`config.mk`:
```
export PLATFORM = sky130hd
export DESIGN_NAME = link_irq_ctrl
export DESIGN_NICKNAME = d
export VERILOG_FILES = /design/src/rtl/link_irq_pkg.sv /design/src/rtl/irq_event_qual.sv /design/src/rtl/irq_status_bank.sv /design/src/rtl/irq_enable_reg.sv /design/src/rtl/irq_read_mux.sv /design/src/rtl/link_irq_ctrl.sv
export SDC_FILE = /design/constraint.sdc
export NUM_CORES = 1
export LEC_CHECK = 0
export ABC_AREA = 1
export BUFFER_PORTS_ARGS = -buffer_cell sky130_fd_sc_hd__buf_2
export CAP_MARGIN = 10
export CORE_MARGIN = 2
export CORE_UTILIZATION = 41
export CTS_BUF_LIST = sky130_fd_sc_hd__clkbuf_16
export CTS_CLUSTER_DIAMETER = 30
export CTS_CLUSTER_SIZE = 10
export DETAILED_ROUTE_END_ITERATION = 8
export PLACE_DENSITY = 0.84
export SKIP_CTS_REPAIR_TIMING = 1
export SYNTH_ARGS = -nofsm -noshare
export SYNTH_HDL_FRONTEND = slang
export SYNTH_SLANG_ARGS = --single-unit
```
`constraint.sdc`:
```
create_clock -name clk -period 1.1 [get_ports clk]
set_input_delay 0.22 -clock clk [delete_from_list [all_inputs] [get_ports clk]]
set_output_delay 0.22 -clock clk [all_outputs]
set_load 0.01 [all_outputs]
```
`src/rtl/link_irq_pkg.sv`:
```
package link_irq_pkg;
    localparam int REG_W   = 8;
    localparam int NUM_SRC = 5;
    localparam int PAD_W   = REG_W - NUM_SRC;

    // Field order matches the register bits 7..3.
    typedef struct packed {
        logic tx_done;
        logic rx_done;
        logic tx_under;
        logic rx_over;
        logic gap;
    } irq_src_t;

    function automatic logic [REG_W-1:0] to_reg_byte(irq_src_t v);
        return {v, {PAD_W{1'b1}}};
    endfunction

    function automatic irq_src_t from_reg_byte(logic [REG_W-1:0] b);
        return irq_src_t'(b[REG_W-1:PAD_W]);
    endfunction
endpackage

```
`src/rtl/irq_event_qual.sv`:
```
module irq_event_qual
    import link_irq_pkg::*;
(
    input  logic     tx_done_i,
    input  logic     tx_req_i,
    input  logic     rx_done_i,
    input  logic     tx_under_i,
    input  logic     rx_over_i,
    input  logic     gap_i,
    output irq_src_t set_o
);
    always_comb begin
        set_o          = '0;
        set_o.tx_done  = tx_done_i & tx_req_i;
        set_o.rx_done  = rx_done_i;
        set_o.tx_under = tx_under_i;
        set_o.rx_over  = rx_over_i;
        set_o.gap      = gap_i;
    end
endmodule

```
`src/rtl/irq_status_bank.sv`:
```
module irq_status_bank
    import link_irq_pkg::*;
(
    input  logic     clk,
    input  logic     rst,
    input  irq_src_t set_i,
    input  irq_src_t clr_i,
    output irq_src_t status_o
);
    logic [NUM_SRC-1:0] set_v;
    logic [NUM_SRC-1:0] clr_v;
    logic [NUM_SRC-1:0] bits_q;

    assign set_v = set_i;
    assign clr_v = clr_i;

    for (genvar i = 0; i < NUM_SRC; i++) begin : g_bit
        always_ff @(posedge clk) begin
            if (rst)
                bits_q[i] <= 1'b0;
            else if (set_v[i])
                bits_q[i] <= 1'b1;   // a new event beats a same-cycle clear
            else if (clr_v[i])
                bits_q[i] <= 1'b0;
        end
    end

    assign status_o = irq_src_t'(bits_q);
endmodule

```
`src/rtl/irq_enable_reg.sv`:
```
module irq_enable_reg
    import link_irq_pkg::*;
(
    input  logic     clk,
    input  logic     rst,
    input  logic     we_i,
    input  irq_src_t wdata_i,
    output irq_src_t enable_o
);
    always_ff @(posedge clk) begin
        if (rst)
            enable_o <= '0;
        else if (we_i)
            enable_o <= wdata_i;
    end
endmodule

```
`src/rtl/irq_read_mux.sv`:
```
module irq_read_mux
    import link_irq_pkg::*;
#(
    parameter int                ADDR_W   = 5,
    parameter logic [ADDR_W-1:0] STAT_OFS = 5'h0C,
    parameter logic [ADDR_W-1:0] EN_OFS   = 5'h0D
) (
    input  logic [ADDR_W-1:0] addr_i,
    input  irq_src_t          status_i,
    input  irq_src_t          enable_i,
    output logic [REG_W-1:0]  rdata_o,
    output logic              irq_o
);
    always_comb begin
        if (addr_i == STAT_OFS)
            rdata_o = to_reg_byte(status_i);
        else if (addr_i == EN_OFS)
            rdata_o = to_reg_byte(enable_i);
        else
            rdata_o = '0;
    end

    assign irq_o = |(status_i & enable_i);
endmodule

```
`src/rtl/link_irq_ctrl.sv`:
```
module link_irq_ctrl
    import link_irq_pkg::*;
#(
    parameter int                ADDR_W   = 5,
    parameter logic [ADDR_W-1:0] STAT_OFS = 5'h0C,
    parameter logic [ADDR_W-1:0] EN_OFS   = 5'h0D
) (
    input  logic              clk,
    input  logic              rst,
    input  logic [ADDR_W-1:0] host_addr,
    input  logic              host_wr,
    input  logic [7:0]        host_wdata,
    output logic [7:0]        host_rdata,
    input  logic              ev_tx_done,
    input  logic              ev_tx_req,
    input  logic              ev_rx_done,
    input  logic              ev_tx_under,
    input  logic              ev_rx_over,
    input  logic              ev_gap,
    output logic              irq
);
    irq_src_t set_vec;
    irq_src_t clr_vec;
    irq_src_t status_s;
    irq_src_t enable_s;
    logic     stat_we;
    logic     en_we;
    logic [NUM_SRC-1:0] status_q;
    logic [NUM_SRC-1:0] enable_q;

    assign stat_we = host_wr && (host_addr == STAT_OFS);
    assign en_we   = host_wr && (host_addr == EN_OFS);
    assign clr_vec = stat_we ? from_reg_byte(host_wdata) : '0;

    irq_event_qual u_qual (
        .tx_done_i  (ev_tx_done),
        .tx_req_i   (ev_tx_req),
        .rx_done_i  (ev_rx_done),
        .tx_under_i (ev_tx_under),
        .rx_over_i  (ev_rx_over),
        .gap_i      (ev_gap),
        .set_o      (set_vec)
    );

    irq_status_bank u_status (
        .clk      (clk),
        .rst      (rst),
        .set_i    (set_vec),
        .clr_i    (clr_vec),
        .status_o (status_s)
    );

    irq_enable_reg u_enable (
        .clk      (clk),
        .rst      (rst),
        .we_i     (en_we),
        .wdata_i  (from_reg_byte(host_wdata)),
        .enable_o (enable_s)
    );

    irq_read_mux #(
        .ADDR_W   (ADDR_W),
        .STAT_OFS (STAT_OFS),
        .EN_OFS   (EN_OFS)
    ) u_rmux (
        .addr_i   (host_addr),
        .status_i (status_s),
        .enable_i (enable_s),
        .rdata_o  (host_rdata),
        .irq_o    (irq)
    );

    assign status_q = status_s;
    assign enable_q = enable_s;
endmodule

```
==> impl_metrics.tcl <==
set metrics [dict create \
    syn-cell-area_um2 557 \
    cts_buffer_depth 2 \
    final_area_um2 908 \
    skew_ns 0 \
    worstSetupPathType "reg2out" \
    maxCapViolations 0 \
    track_usage 0.211 \
    gr-total-overflow 0 \
    start_util 0.433 \
    fin_setup_tns_ns -0.468 \
    cts.sinks 10 \
    via_per_inst 5.15 \
    setup_viol 6 \
    maxSlewViolCount 0 \
    drc 0 \
    syn_avg_cell_area_um2 6.71 \
    relSlewSlack 0.813 \
    p_leak_nw 0.472 \
    dp_hpwl_um 1110 \
    fillers 111 \
    syn-num-nets 105 \
    synth.yosys.seq_area_share 0.360 \
    critPathMaxStageDelay_ns 0.32 \
    ant_nets 0 \
    hp-class "in2reg" \
    cts_inserted_buffers 3 \
    path_cells "nand2_2, nand2_2, a221oi_2, nand2_1, buf_2" \
    layout_setup_ws_ns -0.199 \
    tightest_slew_ns 0.278 \
    arrival_ns 1.08 \
    cts_tree "built" \
    wl_um 1690 \
    ys_ff_latch 10 \
    hold_violations 0 \
    slowest_stage "dfxtp_2" \
    multi_input_area_um2 329 \
    cp-end-kind "output port" \
    die_area_mm2 0.00167 \
    synthCells 83 \
    rsz0062_at_grt "true" \
    grt_pass1_wl_um 2250 \
    cp.buffers_inverters 1 \
    critPathRequiredTime_ns 0.88 \
    routed-via-count 701 \
    ios 31 \
    place_worst_setup_slack_ns -0.0581 \
    power_density_mw_per_mm2 1330 \
    num_rows 13 \
    die_y_um 40.9 \
    wl_per_cell_um 12.4 \
    grt_pass1_vias 580 \
    critPathTopFamily "flip-flops" \
    synth.distinct_cells 17 \
    syn2layout_area_growth_pct 63.1 \
    drive_above_1_share 0.488 \
    period_minus_slack_ns 1.30 \
    io_buffers 27 \
    yosysWarnings 0 \
    grt_max_degree 11 \
    fmax_mhz 770 \
    power_mw 1.21 \
    antenna_found_initial 0 \
    root_buffer "clkbuf_16" \
    period_share 1.18 \
    max-vdd-ir-drop_mv 1.12 \
    critPathLaunchType "flop" \
    die-width_um 40.9 \
    cts-htree-levels 1 \
    drt_first_iter_violations 12 \
    path_common_cell "nand2_2" \
    first_pass_iters 4 \
    worstPathMaxFanout 2 \
    gp_congestion 0.819 \
    status "finished, violations left" \
    violations "setup timing" \
    core_region_area_mm2 0.00128 \
    regArea_um2 205 \
    insertion_delay_ns 0.24 \
    placed_cell_area_um2 759 \
    fin_nets 144 \
    clkSlewWorstSetupHoldPaths_ns 0.04 \
    antenna_cells 0 \
]
[synthesized netlist by cell type]
cell type,count,area [um^2]
a21oi_1,5,25.0
nand4_1,5,31.3
buf_6,1,11.3
nand2_1,22,82.6
nor2_1,10,37.5
inv_1,10,37.5
nand2_2,1,6.26
nor2_2,2,12.5
a221oi_1,1,8.76
clkinv_2,1,5.00
nand3_1,5,25.0
nor3_1,1,5.00
dfxtp_1,10,200
buf_4,2,15.0
nor2_4,1,11.3
nand3_4,1,17.5
o21ai_1,5,25.0
[kinds of logic after synthesis]
family | count (synthesis) | share of synthesized area
flops | 10 | 0.360
simple gates | 48 | 0.411
compound gates | 11 | 0.106
buf+inv | 14 | 0.124
[registers in the layout, indices dropped and copies added, names as in the netlist]
register / flops
u_enable.enable_o: 5
u_status.status_o: 5
[power breakdown]
| part | leakage, nW | internal [mW] | switching (mW) |
|---|---|---|---|
| clock network | 0.0385 | 0.477 | 0.181 |
| logic | 0.350 | 0.0757 | 0.0758 |
| registers | 0.0832 | 0.382 | 0.0155 |
[per-stage QoR]
step / cells / utilization / hold slack [ns]
after floorplan: 83 / - / 0.289
after global placement: 132 / 0.591 / 0.458
after detailed placement: 132 / 0.591 / 0.466
after CTS: 136 / 0.652 / 0.219
after global routing: 136 / 0.707 / 0.235
final: 136 / 0.707 / 0.210
[placed cells by master (no fill, tap or decap), drive strengths merged]
cell,count
nand4,5
a21oi,5
clkinv,2
nand3,6
inv,10
buf,37
nor2,13
nand2,23
clkbuf,3
nor3,1
o21ai,5
a221oi,1
dfxtp,10
[tightest hold or removal path: cells and delay by family]
family / cells / cell delay [ns]
AO/OA/AOI/OAI: 1 / 0.05
buffers and inverters: 2 / 0.13
[layer usage]
metal  share of wire  GRT usage  up-vias
met5               0          0        -
met4           0.015      0.150        0
met3           0.064     0.0380        4
met2            0.51      0.332       27
met1            0.41      0.254      326
li1                -          -      344
[final timing paths]
check                                    startpoint                           endpoint  slack (ns)  cells past startpoint
hold / removal                           ev_rx_done  u_status.status_o[3]$_SDFFE_PP0P_        0.21                      3
setup / recovery  u_status.status_o[3]$_SDFFE_PP0P_                                irq       -0.20                      5
setup reg to reg  u_enable.enable_o[1]$_SDFFE_PP0P_  u_enable.enable_o[1]$_SDFFE_PP0P_        0.38                      4
hold reg to reg   u_status.status_o[4]$_SDFFE_PP0P_  u_status.status_o[4]$_SDFFE_PP0P_        0.50                      2
[layout make-up]
type                       count  area share
inverter                      11      0.0468
timing repair buffer          37       0.258
sequential                    10       0.226
clock inverter                 1     0.00413
multi-input combinational     59       0.362
tap                           15      0.0207
clock buffer                   3      0.0826
Note: power is estimated with default switching activity, not from simulation.
